==> config.mk <==
export PLATFORM = sky130hd
export DESIGN_NAME = hart_irq_ctx
export DESIGN_NICKNAME = d
export VERILOG_FILES = /design/src/rtl/hart_irq_ctx_pkg.sv /design/src/rtl/hart_irq_ctx_filter.sv /design/src/rtl/hart_irq_ctx_arb.sv /design/src/rtl/hart_irq_ctx_regs.sv /design/src/rtl/hart_irq_ctx.sv
export SDC_FILE = /design/constraint.sdc
export NUM_CORES = 2
export LEC_CHECK = 0
export ABC_CLOCK_PERIOD_IN_PS = 136700
export CORE_AREA = 5 5 444 446
export CTS_CLUSTER_SIZE = 24
export DETAILED_ROUTE_END_ITERATION = 6
export DIE_AREA = 0 0 449 451
export DONT_BUFFER_PORTS = 1
export PLACE_DENSITY = 0.3
export SETUP_SLACK_MARGIN = 0.05
export SYNTH_ARGS = -nofsm -noshare
export SYNTH_HDL_FRONTEND = slang
export SYNTH_SLANG_ARGS = --single-unit
==> constraint.sdc <==
create_clock -name clk_i -period 136.7 [get_ports clk_i]
set_clock_uncertainty 0.15 [all_clocks]
set_input_delay 27.34 -clock clk_i [delete_from_list [all_inputs] [get_ports clk_i]]
set_output_delay 27.34 -clock clk_i [all_outputs]
set_load 0.01 [all_outputs]
==> src/rtl/hart_irq_ctx_pkg.sv <==
package hart_irq_ctx_pkg;

  // Routing word layout
  localparam int TGT_W     = 32;
  localparam int HART_LSB  = 18;
  localparam int HART_W    = 14;
  localparam int PRIO_W    = 8;

  // Claim / top word layout
  localparam int ID_LSB    = 16;
  localparam int ID_W      = 10;

  // Register byte offsets
  localparam int OFF_CFG   = 'h00;
  localparam int OFF_DLV   = 'h10;
  localparam int OFF_THR   = 'h14;
  localparam int OFF_TOP   = 'h18;
  localparam int OFF_CLAIM = 'h1C;

  // Configuration register bit positions
  localparam int CFG_IE_BIT   = 8;
  localparam int CFG_MODE_BIT = 2;

  typedef struct packed {
    logic [ID_W-1:0]   id;
    logic [PRIO_W-1:0] prio;
  } winner_t;

endpackage

==> src/rtl/hart_irq_ctx_filter.sv <==
module hart_irq_ctx_filter
  import hart_irq_ctx_pkg::*;
#(
  parameter int NSRC     = 31,
  parameter int HART_IDX = 2
) (
  input  logic [NSRC:1]             src_pend_i,
  input  logic [NSRC:1]             src_en_i,
  input  logic [NSRC*TGT_W-1:0]     src_tgt_i,
  input  logic [PRIO_W-1:0]         thr_i,
  output logic [NSRC:1]             elig_o,
  output logic [NSRC*PRIO_W-1:0]    prio_o
);

  localparam int GAP_W = HART_LSB - PRIO_W;
  localparam logic [HART_W-1:0] OWN_HART = HART_W'(HART_IDX);

  logic thr_off;
  assign thr_off = (thr_i == '0);

  for (genvar g = 1; g <= NSRC; g++) begin : g_src
    logic [HART_W-1:0] hart;
    logic [PRIO_W-1:0] raw_prio;
    logic [PRIO_W-1:0] eff_prio;
    logic              unused_tgt;

    assign hart     = src_tgt_i[(g-1)*TGT_W + HART_LSB +: HART_W];
    assign raw_prio = src_tgt_i[(g-1)*TGT_W +: PRIO_W];
    assign unused_tgt = ^src_tgt_i[(g-1)*TGT_W + PRIO_W +: GAP_W];

    // a zero priority field is promoted to the lowest legal value
    assign eff_prio = (raw_prio == '0) ? PRIO_W'(1) : raw_prio;

    assign prio_o[(g-1)*PRIO_W +: PRIO_W] = eff_prio;
    assign elig_o[g] = src_pend_i[g] & src_en_i[g] & (hart == OWN_HART) &
                       (thr_off | (eff_prio < thr_i));
  end

endmodule

==> src/rtl/hart_irq_ctx_arb.sv <==
module hart_irq_ctx_arb
  import hart_irq_ctx_pkg::*;
#(
  parameter int NSRC = 31
) (
  input  logic [NSRC:1]          elig_i,
  input  logic [NSRC*PRIO_W-1:0] prio_i,
  output winner_t                win_o
);

  logic              best_vld;
  logic [ID_W-1:0]   best_id;
  logic [PRIO_W-1:0] best_prio;

  // linear scan from source 1 upward; strict compare keeps the lower
  // source number on a priority tie
  always_comb begin
    best_vld  = 1'b0;
    best_id   = '0;
    best_prio = '0;
    for (int i = 1; i <= NSRC; i++) begin
      if (elig_i[i] && (!best_vld || (prio_i[(i-1)*PRIO_W +: PRIO_W] < best_prio))) begin
        best_vld  = 1'b1;
        best_id   = ID_W'(i);
        best_prio = prio_i[(i-1)*PRIO_W +: PRIO_W];
      end
    end
  end

  assign win_o.id   = best_id;
  assign win_o.prio = best_prio;

endmodule

==> src/rtl/hart_irq_ctx_regs.sv <==
module hart_irq_ctx_regs
  import hart_irq_ctx_pkg::*;
#(
  parameter int NSRC   = 31,
  parameter int ADDR_W = 8
) (
  input  logic              clk_i,
  input  logic              rst_ni,
  input  logic              bus_req_i,
  input  logic              bus_we_i,
  input  logic [ADDR_W-1:0] bus_addr_i,
  input  logic [31:0]       bus_wdata_i,
  input  winner_t           win_i,
  output logic [31:0]       bus_rdata_o,
  output logic              bus_rvalid_o,
  output logic [NSRC:1]     src_clr_o,
  output logic              cfg_ie_o,
  output logic              dlv_en_o,
  output logic [PRIO_W-1:0] thr_o
);

  localparam logic [ADDR_W-1:0] A_CFG   = ADDR_W'(OFF_CFG);
  localparam logic [ADDR_W-1:0] A_DLV   = ADDR_W'(OFF_DLV);
  localparam logic [ADDR_W-1:0] A_THR   = ADDR_W'(OFF_THR);
  localparam logic [ADDR_W-1:0] A_TOP   = ADDR_W'(OFF_TOP);
  localparam logic [ADDR_W-1:0] A_CLAIM = ADDR_W'(OFF_CLAIM);

  logic              ie_q, ie_d;
  logic              dlv_q, dlv_d;
  logic [PRIO_W-1:0] thr_q, thr_d;
  logic [31:0]       rdata_q, rdata_d;
  logic              rvalid_q, rd_req;
  logic [NSRC:1]     clr_q, clr_d;
  logic              wr_req, claim_hit;
  logic [31:0]       win_word;
  logic              unused_wdata;

  assign wr_req    = bus_req_i & bus_we_i;
  assign rd_req    = bus_req_i & ~bus_we_i;
  assign claim_hit = rd_req & (bus_addr_i == A_CLAIM) & (win_i.id != '0);
  assign win_word  = (32'(win_i.id) << ID_LSB) | 32'(win_i.prio);
  assign unused_wdata = ^{bus_wdata_i[31:PRIO_W]};

  // next-state for configuration registers
  always_comb begin
    ie_d  = ie_q;
    dlv_d = dlv_q;
    thr_d = thr_q;
    if (wr_req) begin
      unique case (bus_addr_i)
        A_CFG:   ie_d  = bus_wdata_i[CFG_IE_BIT];
        A_DLV:   dlv_d = bus_wdata_i[0];
        A_THR:   thr_d = bus_wdata_i[PRIO_W-1:0];
        default: ;
      endcase
    end
  end

  // read mux; the mode bit is never set in the returned word
  always_comb begin
    rdata_d = '0;
    unique case (bus_addr_i)
      A_CFG:   rdata_d[CFG_IE_BIT] = ie_q;
      A_DLV:   rdata_d[0] = dlv_q;
      A_THR:   rdata_d = 32'(thr_q);
      A_TOP:   rdata_d = win_word;
      A_CLAIM: rdata_d = win_word;
      default: rdata_d = '0;
    endcase
  end

  // one-hot clear decode for the claimed source
  always_comb begin
    clr_d = '0;
    for (int i = 1; i <= NSRC; i++) begin
      clr_d[i] = claim_hit & (win_i.id == ID_W'(i));
    end
  end

  always_ff @(posedge clk_i or negedge rst_ni) begin
    if (!rst_ni) begin
      ie_q     <= 1'b0;
      dlv_q    <= 1'b0;
      thr_q    <= '0;
      rdata_q  <= '0;
      rvalid_q <= 1'b0;
      clr_q    <= '0;
    end else begin
      ie_q     <= ie_d;
      dlv_q    <= dlv_d;
      thr_q    <= thr_d;
      rvalid_q <= rd_req;
      clr_q    <= clr_d;
      if (rd_req) begin
        rdata_q <= rdata_d;
      end
    end
  end

  assign bus_rdata_o  = rdata_q;
  assign bus_rvalid_o = rvalid_q;
  assign src_clr_o    = clr_q;
  assign cfg_ie_o     = ie_q;
  assign dlv_en_o     = dlv_q;
  assign thr_o        = thr_q;

endmodule

==> src/rtl/hart_irq_ctx.sv <==
module hart_irq_ctx
  import hart_irq_ctx_pkg::*;
#(
  parameter int NSRC     = 31,
  parameter int HART_IDX = 2,
  parameter int ADDR_W   = 8
) (
  input  logic                  clk_i,
  input  logic                  rst_ni,
  input  logic [NSRC:1]         src_pend_i,
  input  logic [NSRC:1]         src_en_i,
  input  logic [NSRC*32-1:0]    src_tgt_i,
  input  logic                  bus_req_i,
  input  logic                  bus_we_i,
  input  logic [ADDR_W-1:0]     bus_addr_i,
  input  logic [31:0]           bus_wdata_i,
  output logic [31:0]           bus_rdata_o,
  output logic                  bus_rvalid_o,
  output logic [NSRC:1]         src_clr_o,
  output logic                  ext_irq_o
);

  logic [NSRC:1]          elig;
  logic [NSRC*PRIO_W-1:0] prio_flat;
  winner_t                win;
  logic                   cfg_ie;
  logic                   dlv_en;
  logic [PRIO_W-1:0]      thr_val;
  logic                   irq_d, irq_q;

  hart_irq_ctx_filter #(
    .NSRC     (NSRC),
    .HART_IDX (HART_IDX)
  ) u_filter (
    .src_pend_i (src_pend_i),
    .src_en_i   (src_en_i),
    .src_tgt_i  (src_tgt_i),
    .thr_i      (thr_val),
    .elig_o     (elig),
    .prio_o     (prio_flat)
  );

  hart_irq_ctx_arb #(
    .NSRC (NSRC)
  ) u_arb (
    .elig_i (elig),
    .prio_i (prio_flat),
    .win_o  (win)
  );

  hart_irq_ctx_regs #(
    .NSRC   (NSRC),
    .ADDR_W (ADDR_W)
  ) u_regs (
    .clk_i        (clk_i),
    .rst_ni       (rst_ni),
    .bus_req_i    (bus_req_i),
    .bus_we_i     (bus_we_i),
    .bus_addr_i   (bus_addr_i),
    .bus_wdata_i  (bus_wdata_i),
    .win_i        (win),
    .bus_rdata_o  (bus_rdata_o),
    .bus_rvalid_o (bus_rvalid_o),
    .src_clr_o    (src_clr_o),
    .cfg_ie_o     (cfg_ie),
    .dlv_en_o     (dlv_en),
    .thr_o        (thr_val)
  );

  // both gates plus a live winner drive the line, registered once
  always_comb begin
    irq_d = cfg_ie & dlv_en & (win.id != '0);
  end

  always_ff @(posedge clk_i or negedge rst_ni) begin
    if (!rst_ni) begin
      irq_q <= 1'b0;
    end else begin
      irq_q <= irq_d;
    end
  end

  assign ext_irq_o = irq_q;

endmodule

==> flow_summary.yaml <==
status:
  status: "completed"
synthesis:
  synthTopCellsByCount: "ha_1 (406), a21oi_1 (253), clkbuf_1 (250)"
  synth_area_per_cell_sq_um: 7.18
  synth_top_cell_area_share_pct: 23.3
  synth_top_area_cell: "ha_1"
  syn_area_sq_um: 21800
  synth_most_common_cell: "ha_1"
  synth_edf_count: 0
  yosysWarnings: 0
  netlist_instances: 3036
  synthArstFlopShare_pct: 100
  synth_seq_cells: 57
  ys_types: 113
  synth_top_flop_cell: "dfrtp_1"
  yosysSeqAreaShare_pct: 6.54
  synth_area_leaders: "ha_1 (23%), dfrtp_1 (6.5%), a21oi_1 (5.8%)"
die:
  row_count: 161
  floorplan.initialDensity_pct: 11.3
  ios: 1163
  die_h_um: 451
  core_area_sq_um: 192000
  die_width_um: 449
  fp.dieArea_sq_um: 202000
placed_design:
  place_area_sq_um: 24100
  routabilityCongestion: 0.782
  numPortBuffers: 0
  numPlacedInstances: 5331
  post-place-ws_ns: 37.36
  dp_hpwl_um: 109000
power_and_ir_drop:
  ir_worst_vdd_uv: 7.54
  finalPower_mw: 0.0655
  power_density_nw_per_um2: 2.68
  p_leak_nw: 9.08
worst_setup_path:
  cp_num_buf_inv: 24
  startpoint_type: "input port"
  worstSetupPathType: "in2reg"
  cp_top_family: "compound AO/OA/AOI/OAI gates"
  max_stage_delay_ns: 1.04
  critPathCaptureType: "register"
  cp_common_cell: "a21oi_1"
  cp_data_arrival_time_ns: 98.65
  crit_path_top_delay_cell: "a2111oi_0"
  path_max_fanout: 20
  worstPathRequired_ns: 136.76
sta:
  tns_ns: 0
  setup_slack_ns: 38.11
  min_period_over_period_pct: 72.1
  min_period_ns: 98.59
  hold_viol: 0
  tightest_slew_ns: 1.21
  holdWs_ns: 0.363
  setup_viol: 0
  relSlewSlack_pct: 17.6
  rsz0062_at_grt: "false"
  timing.final.max_slew_violations: 0
  fmax_mhz: 10.1
detailed_routing:
  ant_nets: 0
  route.detailed.drc: 0
  via_per_inst: 4.11
  routed_wl_um: 124000
  vias: 22000
  first_pass_iters: 5
  first_iter_violations: 1192
  wire_per_inst_um: 23.2
grt:
  grt_overflow: 0
  grt_pass1_vias: 21800
  grt_max_degree: 58
  grt_use_total_pct: 11.5
  grt_pass1_wl_um: 169000
  antenna_found_initial: 24
clock_tree:
  clockBufferDepth: 2
  cts_buffers: 9
  holdBufCountCts: 0
  cts_max_level: 3
  root_buffer: "clkbuf_16"
  clock_latency_ns: 0.33
  clock-sinks: 57
  cts_resized: 0
  postCtsSetupBuffers: 0
  cts_tree: "built"
  clk_pin_slew_ns: 0.05
layout:
  syn_to_final_growth_pct: 12.2
  post-route-util_pct: 12.7
  fin_area_sq_um: 24500
  fin_cells: 5352
  drive_gt1_share_pct: 6.98
  final_nets: 4320
flow_run:
  cap_violations: 0
worst_hold_path:
  hold_path.class: "reg2reg"
path summary, 6_finish.rpt:
| kind | slack (ns) | start | cells past startpoint | end |
|---|---|---|---|---|
| min | 0.36 | u_regs.thr_o[3] | 1 | u_regs.thr_o[3] |
| min reg2reg | 0.36 | u_regs.thr_o[3] | 1 | u_regs.thr_o[3] |
| max | 38.11 | src_tgt_i[5] | 294 | u_regs.bus_rdata_o[0] |
| max in group asynchronous | 109.73 | rst_ni | 0 | u_regs.thr_o[0] |
| min in group asynchronous | 26.55 | rst_ni | 0 | u_regs.src_clr_o[15] |
| max reg2reg | 63.90 | u_regs.thr_o[3] | 296 | u_regs.bus_rdata_o[0] |
power by group:
group | switching [mW] | total (mW) | internal (mW)
clock network | 0.00847 | 0.0227 | 0.0142
logic | 0.0148 | 0.0256 | 0.0108
registers | 0.000167 | 0.0171 | 0.0170
total | 0.0234 | 0.0655 | 0.0420
kinds of logic (layout without fill, tap and decap cells):
group	Yosys count	after routing	synth area share (%)
multiplexers	128	128	6.24
buffers and inverters	462	230	8.53
other	1	23	0.0172
flip-flops	57	57	6.54
adder cells (fa/ha/maj)	412	412	23.6
AO/OA/AOI/OAI	947	947	29.4
AND/OR/NAND/NOR	1029	1029	25.7
placed cells by master, fill, tap and decap left out, types with 14 or more instances in the layout:
cell type / count
nor4b_1: 35
o21a_1: 58
o21ai_0: 178
nor2b_1: 66
a211oi_1: 34
ha_1: 406
a21oi_1: 253
nor4_1: 110
nor2_1: 205
a31oi_1: 26
nand4_1: 67
o211ai_1: 33
mux2_2: 57
or3_1: 14
a21o_1: 89
inv_1: 167
and3_1: 19
o21ai_1: 31
nor3_1: 71
conb_1: 18
nor4bb_1: 30
dfrtp_1: 56
buf_4: 39
mux2i_1: 65
nand2_1: 196
or2_2: 21
o211a_1: 14
nand3_1: 40
o21bai_1: 14
nand2b_1: 74
o31ai_1: 17
o2111ai_1: 14
and2_1: 36
flip-flops by register name (all words and copies together) (netlist names):
| signal | cells |
|---|---|
| u_regs.src_clr_o | 31 |
| ext_irq_o | 1 |
| u_regs.thr_o | 8 |
| u_regs.cfg_ie_o | 1 |
| u_regs.dlv_en_o | 1 |
| u_regs.bus_rvalid_o | 1 |
| u_regs.bus_rdata_o | 14 |
layer usage:
metal	global-route usage [%]	part of all wire, %
met3	2.98	6.9
met5	0	0
met4	0.768	0.68
met2	21.0	50
met1	14.0	43
layout make-up:
| type | count | area, sq um |
|---|---|---|
| fillers | 22200 | 168000 |
| multi-input cells | 2534 | 18600 |
| well taps | 2526 | 3160 |
| flip-flops and latches | 57 | 1430 |
| inverters | 175 | 657 |
| repair buffers | 39 | 293 |
| clock buffers | 9 | 225 |
| clock inverters | 7 | 77.6 |
| diodes | 5 | 12.5 |
Note: power is estimated with default switching activity, not from simulation.
